$ cat src/rtl/rxnib_pkg.sv
package rxnib_pkg;
  localparam int MII_W = 4;
  localparam logic [MII_W-1:0] NIB_PRE = 4'h5;
  localparam logic [MII_W-1:0] NIB_SFD = 4'hD;

  typedef enum logic [2:0] {
    ST_HUNT,
    ST_PRE,
    ST_SFD2,
    ST_BODY,
    ST_TAIL
  } fr_state_e;
endpackage

$ cat src/rtl/rxnib_pre_det.sv
module rxnib_pre_det #(
  parameter int PRE_BITS = 8
) (
  input  logic clk,
  input  logic rst_n,
  input  logic clr,
  input  logic bit_vld,
  input  logic bit_in,
  output logic qual_hit,
  output logic rep_one,
  output logic rep_zero
);
  function automatic logic [PRE_BITS-1:0] alt_pattern();
    logic [PRE_BITS-1:0] p;
    for (int i = 0; i < PRE_BITS; i++) p[i] = (i % 2) == 1;
    return p;
  endfunction

  localparam logic [PRE_BITS-1:0] ALT_PAT = alt_pattern();

  logic [PRE_BITS-1:0] hist_q, hist_d;
  logic [PRE_BITS-1:0] window;

  assign window   = {hist_q[PRE_BITS-2:0], bit_in};
  assign qual_hit = bit_vld && (window == ALT_PAT);
  assign rep_one  = bit_vld && bit_in && hist_q[0];
  assign rep_zero = bit_vld && !bit_in && !hist_q[0];

  always_comb begin
    hist_d = hist_q;
    if (clr)          hist_d = '0;
    else if (bit_vld) hist_d = window;
  end

  always_ff @(posedge clk or negedge rst_n) begin
    if (!rst_n) hist_q <= '0;
    else        hist_q <= hist_d;
  end

  // after a clear, a fresh alternating run is needed before qualification
  p_fresh_after_clear_r5: assert property (@(posedge clk) disable iff (!rst_n)
    clr |=> !qual_hit);
endmodule

$ cat src/rtl/rxnib_nib_asm.sv
module rxnib_nib_asm #(
  parameter int NIB_W = 4
) (
  input  logic             clk,
  input  logic             rst_n,
  input  logic             clr,
  input  logic             bit_vld,
  input  logic             bit_in,
  output logic             done,
  output logic [NIB_W-1:0] full,
  output logic [NIB_W-1:0] pad,
  output logic             partial,
  output logic             hi_half
);
  localparam int CW = (NIB_W > 1) ? $clog2(NIB_W) : 1;
  localparam logic [CW-1:0] LAST = CW'(NIB_W - 1);

  logic [CW-1:0]    cnt_q, cnt_d;
  logic [NIB_W-1:0] nib_q, nib_d;
  logic             half_q, half_d;

  assign done    = bit_vld && (cnt_q == LAST);
  assign partial = (cnt_q != '0);
  assign hi_half = half_q;

  for (genvar i = 0; i < NIB_W; i++) begin : g_lane
    assign full[i] = (CW'(i) == cnt_q) ? bit_in : nib_q[i];
    assign pad[i]  = (CW'(i) < cnt_q) ? nib_q[i] : 1'b1;
  end

  always_comb begin
    cnt_d  = cnt_q;
    nib_d  = nib_q;
    half_d = half_q;
    if (clr) begin
      cnt_d  = '0;
      half_d = 1'b0;
    end else if (bit_vld) begin
      nib_d[cnt_q] = bit_in;
      if (done) begin
        cnt_d  = '0;
        half_d = !half_q;
      end else begin
        cnt_d = cnt_q + 1'b1;
      end
    end
  end

  always_ff @(posedge clk or negedge rst_n) begin
    if (!rst_n) begin
      cnt_q  <= '0;
      nib_q  <= '0;
      half_q <= 1'b0;
    end else begin
      cnt_q  <= cnt_d;
      nib_q  <= nib_d;
      half_q <= half_d;
    end
  end

  // every completed nibble moves the byte position between low and high halves
  p_half_flip_r8: assert property (@(posedge clk) disable iff (!rst_n)
    (done && !clr) |=> (hi_half != $past(hi_half)));
endmodule

$ cat src/rtl/rxnib_mii_framer.sv
module rxnib_mii_framer
  import rxnib_pkg::*;
#(
  parameter int PRE_BITS = 8
) (
  input  logic             clk,
  input  logic             rst_n,
  input  logic             pre_pass,
  input  logic             crs_follow_dv,
  input  logic             bit_vld,
  input  logic             bit_in,
  input  logic             eof,
  output logic [MII_W-1:0] rxd,
  output logic             rx_dv,
  output logic             crs
);
  fr_state_e        state_q, state_d;
  logic             mode_q, mode_d;
  logic             cwd_q, cwd_d;
  logic [MII_W-1:0] rxd_q, rxd_d;
  logic             dv_q, dv_d;
  logic             crs_q, crs_d;
  logic             abort;

  logic             qual_hit, rep_one, rep_zero;
  logic             asm_clr, asm_done, asm_partial, asm_hi, pad_need;
  logic [MII_W-1:0] asm_full, asm_pad;

  rxnib_pre_det #(.PRE_BITS(PRE_BITS)) u_pre_det (
    .clk      (clk),
    .rst_n    (rst_n),
    .clr      (eof || abort),
    .bit_vld  (bit_vld),
    .bit_in   (bit_in),
    .qual_hit (qual_hit),
    .rep_one  (rep_one),
    .rep_zero (rep_zero)
  );

  assign asm_clr = (state_q != ST_BODY) && (state_q != ST_SFD2);

  rxnib_nib_asm #(.NIB_W(MII_W)) u_nib_asm (
    .clk     (clk),
    .rst_n   (rst_n),
    .clr     (asm_clr),
    .bit_vld (bit_vld),
    .bit_in  (bit_in),
    .done    (asm_done),
    .full    (asm_full),
    .pad     (asm_pad),
    .partial (asm_partial),
    .hi_half (asm_hi)
  );

  assign pad_need = asm_partial && !asm_hi;

  always_comb begin
    state_d = state_q;
    mode_d  = mode_q;
    cwd_d   = cwd_q;
    rxd_d   = rxd_q;
    dv_d    = dv_q;
    crs_d   = crs_q;
    abort   = 1'b0;
    unique case (state_q)
      ST_HUNT: begin
        if (qual_hit && !eof) begin
          state_d = ST_PRE;
          mode_d  = pre_pass;
          cwd_d   = crs_follow_dv;
          crs_d   = 1'b1;
          if (pre_pass) begin
            dv_d  = 1'b1;
            rxd_d = NIB_PRE;
          end
        end
      end
      ST_PRE: begin
        if (eof || rep_zero) begin
          abort   = rep_zero;
          state_d = ST_HUNT;
          dv_d    = 1'b0;
          crs_d   = 1'b0;
          rxd_d   = '0;
        end else if (rep_one) begin
          state_d = mode_q ? ST_BODY : ST_SFD2;
          dv_d    = 1'b1;
          rxd_d   = mode_q ? NIB_SFD : NIB_PRE;
        end
      end
      ST_SFD2: begin
        if (eof) begin
          state_d = ST_HUNT;
          dv_d    = 1'b0;
          crs_d   = 1'b0;
          rxd_d   = '0;
        end else begin
          state_d = ST_BODY;
          rxd_d   = NIB_SFD;
        end
      end
      ST_BODY: begin
        if (eof) begin
          if (pad_need) begin
            state_d = ST_TAIL;
            rxd_d   = asm_pad;
            if (!cwd_q) crs_d = 1'b0;
          end else begin
            state_d = ST_HUNT;
            dv_d    = 1'b0;
            crs_d   = 1'b0;
            rxd_d   = '0;
          end
        end else if (asm_done) begin
          rxd_d = asm_full;
        end
      end
      ST_TAIL: begin
        state_d = ST_HUNT;
        dv_d    = 1'b0;
        crs_d   = 1'b0;
        rxd_d   = '0;
      end
      default: begin
        state_d = ST_HUNT;
        dv_d    = 1'b0;
        crs_d   = 1'b0;
        rxd_d   = '0;
      end
    endcase
  end

  always_ff @(posedge clk or negedge rst_n) begin
    if (!rst_n) begin
      state_q <= ST_HUNT;
      mode_q  <= 1'b0;
      cwd_q   <= 1'b0;
      rxd_q   <= '0;
      dv_q    <= 1'b0;
      crs_q   <= 1'b0;
    end else begin
      state_q <= state_d;
      mode_q  <= mode_d;
      cwd_q   <= cwd_d;
      rxd_q   <= rxd_d;
      dv_q    <= dv_d;
      crs_q   <= crs_d;
    end
  end

  assign rxd   = rxd_q;
  assign rx_dv = dv_q;
  assign crs   = crs_q;

  // data lines are quiet whenever data-valid is low
  p_rxd_quiet_r10: assert property (@(posedge clk) disable iff (!rst_n)
    !rx_dv |-> (rxd == '0));
  // carrier sense only rises after a qualified preamble
  p_crs_needs_qual_r2: assert property (@(posedge clk) disable iff (!rst_n)
    $rose(crs) |-> $past(qual_hit));
  // in pass mode data-valid and carrier sense rise together
  p_pass_joint_rise_r4: assert property (@(posedge clk) disable iff (!rst_n)
    ($rose(rx_dv) && mode_q) |-> $rose(crs));
  // strip mode opens with the delimiter nibbles 5 then D
  p_strip_first_r3: assert property (@(posedge clk) disable iff (!rst_n)
    ($rose(rx_dv) && !mode_q) |-> (rxd == NIB_PRE));
  p_strip_second_r3: assert property (@(posedge clk) disable iff (!rst_n)
    ($rose(rx_dv) && !mode_q) |=> (rxd == NIB_SFD));
  // data-valid without carrier only while a closing nibble is shown with early release
  p_dv_without_crs_r9: assert property (@(posedge clk) disable iff (!rst_n)
    (rx_dv && !crs) |-> (state_q == ST_TAIL && !cwd_q));
  // end of frame with nothing to pad closes the interface next clock
  p_eof_close_r6: assert property (@(posedge clk) disable iff (!rst_n)
    (eof && state_q == ST_BODY && !pad_need) |=> (!rx_dv && !crs));
endmodule

$ cat config.mk
export PLATFORM = sky130hd
export DESIGN_NAME = rxnib_mii_framer
export DESIGN_NICKNAME = d
export VERILOG_FILES = /design/src/rtl/rxnib_pkg.sv /design/src/rtl/rxnib_pre_det.sv /design/src/rtl/rxnib_nib_asm.sv /design/src/rtl/rxnib_mii_framer.sv
export SDC_FILE = /design/constraint.sdc
export NUM_CORES = 1
export LEC_CHECK = 0
export ABC_CLOCK_PERIOD_IN_PS = 2550
export BUFFER_PORTS_ARGS = -buffer_cell sky130_fd_sc_hd__buf_2
export CAP_MARGIN = 20
export CORE_MARGIN = 3
export CORE_UTILIZATION = 57
export CTS_CLUSTER_DIAMETER = 60
export DETAILED_ROUTE_END_ITERATION = 10
export GPL_TIMING_DRIVEN = 0
export PLACE_DENSITY_LB_ADDON = 0.3
export REMOVE_ABC_BUFFERS = 1
export SLEW_MARGIN = 20
export SYNTH_ARGS = -nofsm -noshare
export SYNTH_HDL_FRONTEND = slang
export SYNTH_SLANG_ARGS = --single-unit
$ cat constraint.sdc
create_clock -name clk -period 2.55 [get_ports clk]
set_clock_uncertainty 0.2 [all_clocks]
set_input_delay 0.1275 -clock clk [delete_from_list [all_inputs] [get_ports clk]]
set_output_delay 0.1275 -clock clk [all_outputs]
set_load 0.02 [all_outputs]
==> summary.txt, run 1 <==
Status
  – Status: complete, no violations

Power
  – Switch share: 0.308
  – Comb power frac: 0.204
  – Leakage: 0.703 nW
  – NetSw: 0.247 mW
  – Cell internal pwr: 0.553 mW
  – Pwr/cell area: 525 nW/um^2
  – Sequential share of power: 0.579
  – Share of total power in the clock network: 0.218
  – Worst vdd ir: 340 uV

Detailed routing
  – Total wire length: 2580 um
  – DRT iter0 DRCs: 22
  – DRC Markers: 0
  – Vias: between 1,000 and 1,500
  – Detail Route Antenna Nets: 0
  – Vias per cell: ~6
  – Pre-antenna DRT Iters: 4
  – Post-DR wirelength/cell: 14.7 um

Finish
  – Filler cells: 186
  – Fin util: 0.676
  – Sequential cell area: 626 um^2
  – Area grow syn2layout: 9.62%
  – Share of layout cells above drive strength 1: 0.169
  – N_diodes: 0
  – Area of the multi-input gates: 714 um^2
  – Final nets: between 150 and 200

Timing
  – Post-layout min period: 2.20 ns
  – Transition time at the pin with the least slew margin: 0.559 ns
  – Setup TNS: 0 ns
  – RSZ-0062 raised after global routing: no
  – Max Freq: ~0.45 GHz
  – Setup violation total in the final timing report: 0
  – Max-slew headroom: 0.628
  – Fin. Hold Viols: 0
  – Fin. max-slew vios: 0
  – Final Cycle Share: 0.862

Die
  – Die Area: between 3000 and 4000 um^2
  – Rows: 17
  – Die Y: ~55 um
  – Starting density of the core: 0.617
  – Ports: 13
  – Core area: ~2300 um^2
  – Die span in x: 55.4 um

Place
  – Dpl hpwl: 1830 um
  – IO Port Bufs: 12
  – GPL Wtd Cong: 0.770

Yosys
  – Register area share after synthesis: 0.450
  – Syn Std Cell Area: between 1000 and 1500 um^2
  – Ys flop type: dfrtp_1
  – Top cells by count, synth: dfrtp_1, nor2_1, a21oi_1, nand2_1
  – #FFs+latches synth: 25
  – Total number of yosys warnings: 0
  – Synth area leaders: dfrtp_1, ha_1, mux2i_1
  – Mean post-synth cell area: 10.3 um^2
  – Most frequent cell after synthesis: dfrtp_1
  – Ys async rst share: 1.00
  – Synth Instances: 135
  – Number of synthesized flops with an enable pin: 0
  – Top cell type's share of synthesized area: 0.450
  – Area leader, netlist: dfrtp_1
  – Unique masters post-synth: 38

Setup path
  – CP Capture Type: flip-flop
  – CP arrival: 2.22 ns
  – Worst EP required: 2.57 ns
  – CP max FO: 6
  – Crit path launch type: flip-flop
  – WS Path Type: reg2reg

Global route
  – Overall Global Routing Usage: 0.185
  – First-pass GRT wire length: 4750 um
  – Largest net degree at the start of global routing: 26
  – Initial antenna violation count: 0
  – Vias in the first global route: approximately 1,000
  – Grt ovf: 0

Clocking
  – CTS Buffer Depth: 2
  – CTS tree: yes
  – Total setup buffers inserted after CTS: 0
  – TritonCTS Buffers: 3
  – Root Buffer: clkbuf_4
  – CTS Sinks: 25
  – Clock slew at reported path FFs: 0.14 ns
  – Worst-Skew Late Latency: roughly 0.31 ns
  – H-tree depth: 1

Min path
  – Hold Path Class: in2reg

Job
  – Max Cap Viol: 0
## cell usage in the layout (no fill, tap or decap), types with 6 or more instances in the layout
master	synthesis	routed
dfrtp_1	25	25
nor2_1	12	12
buf_2	2	12
a21oi_1	7	7
nand2_1	7	7
inv_1	6	6
mux2i_1	6	6
## registers in the layout (all words and copies together), names as in the netlist
signal,flops
crs,1
cwd_q,1
rx_dv,1
u_nib_asm.nib_q,4
rxd,4
u_nib_asm.hi_half,1
state_q,3
mode_q,1
u_pre_det.hist_q,7
u_nib_asm.cnt_q,2
## cell families after synthesis
kind of cell / count (synthesis) / synth area share
mux: 16 / 0.129
fa+ha+maj: 5 / 0.0450
buf+inv: 13 / 0.0369
flops: 25 / 0.450
xor+xnor: 2 / 0.0126
compound gates: 31 / 0.147
simple gates: 43 / 0.180
## what timing repair did
item | in CTS | in global routing
gates resized for setup | 0 | 0
hold buffers | 4 | 0
endpoints found under the hold margin | 30 | 0
## path summary, 6_finish.rpt
kind,startpoint,depth (start not counted),end,slack (ns)
setup / recovery,u_nib_asm.cnt_q[0],6,rx_dv,0.35
hold / removal,bit_in,3,u_pre_det.hist_q[0],0.02
setup reg to reg,u_nib_asm.cnt_q[0],6,rx_dv,0.35
hold reg to reg,rx_dv,1,rx_dv,0.31
max in group asynchronous,rst_n,2,rxd[3],1.66
min in group asynchronous,rst_n,2,crs,0.12
## critical path: stages, from the launching register on
cell	delay [ns]
dfrtp_1	0.47
inv_1	0.10
ha_1	0.25
nor2_1	0.29
a21oi_1	0.12
o32ai_1	0.32
mux2_1	0.35
## routing by layer
layer,GRT usage,share of wire
met1,0.267,0.48
met3,0.0210,0.038
met2,0.292,0.48
met5,0,0
met4,0.0556,0.0046
## metrics by stage
stage          cell area, um^2  std cells  hold WS [ns]  total power, mW  worst slack (ns)
5_1_grt                   1530        176        0.0400            0.852             0.246
3_5_place_dp              1460        168       -0.0514            0.631             0.379
4_1_cts                   1530        176       0.00640            0.813             0.357
3_3_place_gp              1460        168       -0.0623            0.624             0.424
6_report                  1530        176        0.0209            0.800             0.351
2_1_floorplan             1360        128        -0.368            0.567             0.523
## layout make-up
type	count	area share
Clock inverter	1	0.00328
Sequential cell	25	0.410
Timing Repair Buffer	16	0.0656
Inverter	6	0.0148
Multi-Input combinational cell	97	0.468
Tap cell	28	0.0230
Clock buffer	3	0.0148
## power by group through the flow
stage,registers [mW],clock network (mW),logic (mW)
6_report,0.463,0.174,0.163
5_1_grt,0.471,0.199,0.182
4_1_cts,0.464,0.185,0.164
3_5_place_dp,0.472,0,0.159
3_3_place_gp,0.469,0,0.156
2_1_floorplan,0.494,0,0.0726
Note: power is estimated with default switching activity, not from simulation.
==> run 2: changes to the inputs <==
--- a/config.mk
+++ b/config.mk
@@ -8,7 +8,6 @@
 export ABC_CLOCK_PERIOD_IN_PS = 2550
 export BUFFER_PORTS_ARGS = -buffer_cell sky130_fd_sc_hd__buf_2
 export CAP_MARGIN = 20
-export CORE_MARGIN = 3
 export CORE_UTILIZATION = 57
 export CTS_CLUSTER_DIAMETER = 60
 export DETAILED_ROUTE_END_ITERATION = 10
==> summary.txt, run 2 (synthesized netlist as in run 1, its figures left out) <==
Detailed routing
  – Total wire length: 2740 um (was 2580 um)
  – Post-DR wirelength/cell: 15.6 um (was 14.7 um)
  – Detail Route Antenna Nets: 0 (unchanged)
  – DRC Markers: 0 (unchanged)
  – DRT iter0 DRCs: 23 (was 22)
  – Vias: 1,071 (was 1,052)
  – Pre-antenna DRT Iters: 4 (unchanged)
  – Vias per cell: 6.09 (was 5.98)

Clocking
  – CTS Sinks: 25 (unchanged)
  – TritonCTS Buffers: 3 (unchanged)
  – Total setup buffers inserted after CTS: 0 (unchanged)
  – CTS Buffer Depth: 2 (unchanged)
  – CTS tree: yes (unchanged)
  – CTS resizes: 0 (unchanged)
  – Root Buffer: clkbuf_4 (unchanged)
  – H-tree depth: 1 (unchanged)
  – Clock slew at reported path FFs: 0.13 ns (was 0.14 ns)
  – Worst-Skew Late Latency: 0.32 ns (was 0.31 ns)
  – # hold bufs at CTS: 4 (unchanged)

Setup path
  – CP Capture Type: flip-flop (unchanged)
  – Crit path launch type: flip-flop (unchanged)
  – WS Path Type: reg2reg (unchanged)
  – Critical-path top delay cell: dfrtp_1 (unchanged)
  – Crit path buf inv count: 1 (unchanged)
  – CP arrival: 2.32 ns (was 2.22 ns)
  – CP max FO: 6 (unchanged)
  – Reg2Reg Setup Slack: 0.24 ns (was 0.35 ns)
  – Largest delay share family, worst path: compound AO/OA/AOI/OAI gates (was flip-flops)
  – Reg-to-Reg End: rx_dv (unchanged)
  – CP max stage delay: 0.48 ns (was 0.47 ns)
  – Register-to-Register Path Depth: 6 (unchanged)
  – R2r startpoint: u_nib_asm.cnt_q[0] (unchanged)
  – Cells along the critical path: inv_1 -> ha_1 -> nor2_1 -> a21oi_1 -> o32ai_1 -> mux2_1 (unchanged)
  – Worst EP required: 2.57 ns (about the same)

Timing
  – Fin. Hold Viols: 0 (unchanged)
  – Transition time at the pin with the least slew margin: 0.551 ns (was 0.559 ns)
  – RSZ-0062 raised after global routing: no (unchanged)
  – Setup TNS: 0 ns (unchanged)
  – Max-slew headroom: 0.633 (was 0.628)
  – Max Freq: 0.433 GHz (was 0.455 GHz)
  – Post-layout min period: 2.31 ns (was 2.20 ns)
  – Fin. max-slew vios: 0 (unchanged)
  – Setup violation total in the final timing report: 0 (unchanged)
  – Final Cycle Share: 0.905 (was 0.862)

Min path
  – Min-Delay Path Depth: 3 (unchanged)
  – Hold Startpoint: bit_in (unchanged)
  – Hold Path Class: in2reg (unchanged)
  – Hold EP: u_pre_det.hist_q[0] (unchanged)

Finish
  – Commonest non-fill, non-tap cells in the layout: dfrtp_1, nor2_1, buf_2, a21oi_1, nand2_1 (unchanged)
  – Max reg flops: 7 (unchanged)
  – Final nets: 161 (unchanged)
  – Area grow syn2layout: 9.53% (was 9.62%)
  – Finished Layout Cells: 176 (unchanged)
  – Largest register by flop count: u_pre_det.hist_q (unchanged)
  – Share of layout cells above drive strength 1: 0.162 (was 0.169)
  – Commonest non-fill, non-tap cell in the layout: dfrtp_1 (unchanged)
  – N_diodes: 0 (unchanged)

Global route
  – Largest net degree at the start of global routing: 26 (unchanged)
  – First-pass GRT wire length: 4660 um (was 4750 um)
  – Overall Global Routing Usage: 0.243 (was 0.185)
  – Initial antenna violation count: 0 (unchanged)
  – Vias in the first global route: 1,017 (was 1,037)
  – Grt ovf: 0 (unchanged)

Die
  – Die Area: 2640 um^2 (was 3070 um^2)
  – Die span in x: 51.4 um (was 55.4 um)
  – Core area: 2250 um^2 (unchanged)
  – Rows: 17 (unchanged)
  – Die Y: 51.4 um (was 55.4 um)
  – Starting density of the core: 0.617 (unchanged)
  – Ports: 13 (unchanged)

Place
  – Dpl hpwl: 1930 um (was 1830 um)
  – Inst Count DP: 168 (unchanged)
  – GPL Wtd Cong: 0.799 (was 0.770)
  – IO Port Bufs: 12 (unchanged)

Power
  – Sequential share of power: 0.575 (was 0.579)
  – Switch share: 0.312 (was 0.308)
  – Worst vdd ir: 443 uV (was 340 uV)
  – Pwr/cell area: 531 nW/um^2 (was 525 nW/um^2)
  – NetSw: 0.252 mW (was 0.247 mW)
  – Leakage: 0.701 nW (was 0.703 nW)
  – Cell internal pwr: 0.556 mW (was 0.553 mW)
  – Comb power frac: 0.207 (was 0.204)
  – Share of total power in the clock network: 0.218 (about the same)

Status
  – Status: complete, no violations (unchanged)

Job
  – Max Cap Viol: 0 (unchanged)
[run 2: cell type report]
cell class	instances	area, um^2
fill	187	731
tap	28	35.0
inverter	6	22.5
sequential	25	626
timing repair buffer	16	100
multi-input combinational	97	714
clock buffer	4	26.3
[run 2: worst max path at each step]
stage | startpoint | end | slack [ns] | depth (start not counted)
after floorplan | u_pre_det.hist_q[3] | cwd_q | 0.52 | 4
after global placement | u_nib_asm.cnt_q[0] | rx_dv | 0.42 | 6
after detailed placement | u_nib_asm.cnt_q[0] | rx_dv | 0.34 | 6
after CTS | u_nib_asm.cnt_q[0] | rx_dv | 0.28 | 6
after global routing | u_nib_asm.cnt_q[0] | rx_dv | 0.19 | 6
final | u_nib_asm.cnt_q[0] | rx_dv | 0.24 | 6
[run 2: worst min-delay path, delay by kind of cell]
family	cells	cell delay (ns)
AND/OR/NAND/NOR	1	0.05
buffers and inverters	1	0.17
multiplexers	1	0.15
[run 2: routing by layer]
| layer | track usage | vias up | share of wire |
|---|---|---|---|
| met5 | 0 | - | 0 |
| met4 | 0.0721 | 0 | 0.016 |
| met3 | 0.0655 | 8 | 0.040 |
| met2 | 0.413 | 27 | 0.49 |
| met1 | 0.299 | 522 | 0.46 |
| li1 | - | 514 | - |
[run 2: power by group through the flow]
| stage | combinational [mW] | clock [mW] | sequential, mW |
|---|---|---|---|
| 2_1_floorplan | 0.0726 | 0 | 0.494 |
| 3_3_place_gp | 0.155 | 0 | 0.469 |
| 3_5_place_dp | 0.162 | 0 | 0.474 |
| 4_1_cts | 0.168 | 0.180 | 0.467 |
| 5_1_grt | 0.185 | 0.195 | 0.471 |
| 6_report | 0.167 | 0.177 | 0.465 |
[run 2: stage by stage]
stage           util  area, um^2  power [mW]  hold WS, ns  setup slack, ns
4_1_cts        0.676        1520       0.815      0.00998            0.284
3_5_place_dp   0.647        1460       0.636      -0.0531            0.344
2_1_floorplan      -        1360       0.567       -0.368            0.523
6_report       0.676        1520       0.809      0.00807            0.243
3_3_place_gp   0.647        1460       0.624      -0.0615            0.419
5_1_grt        0.676        1520       0.851       0.0337            0.193
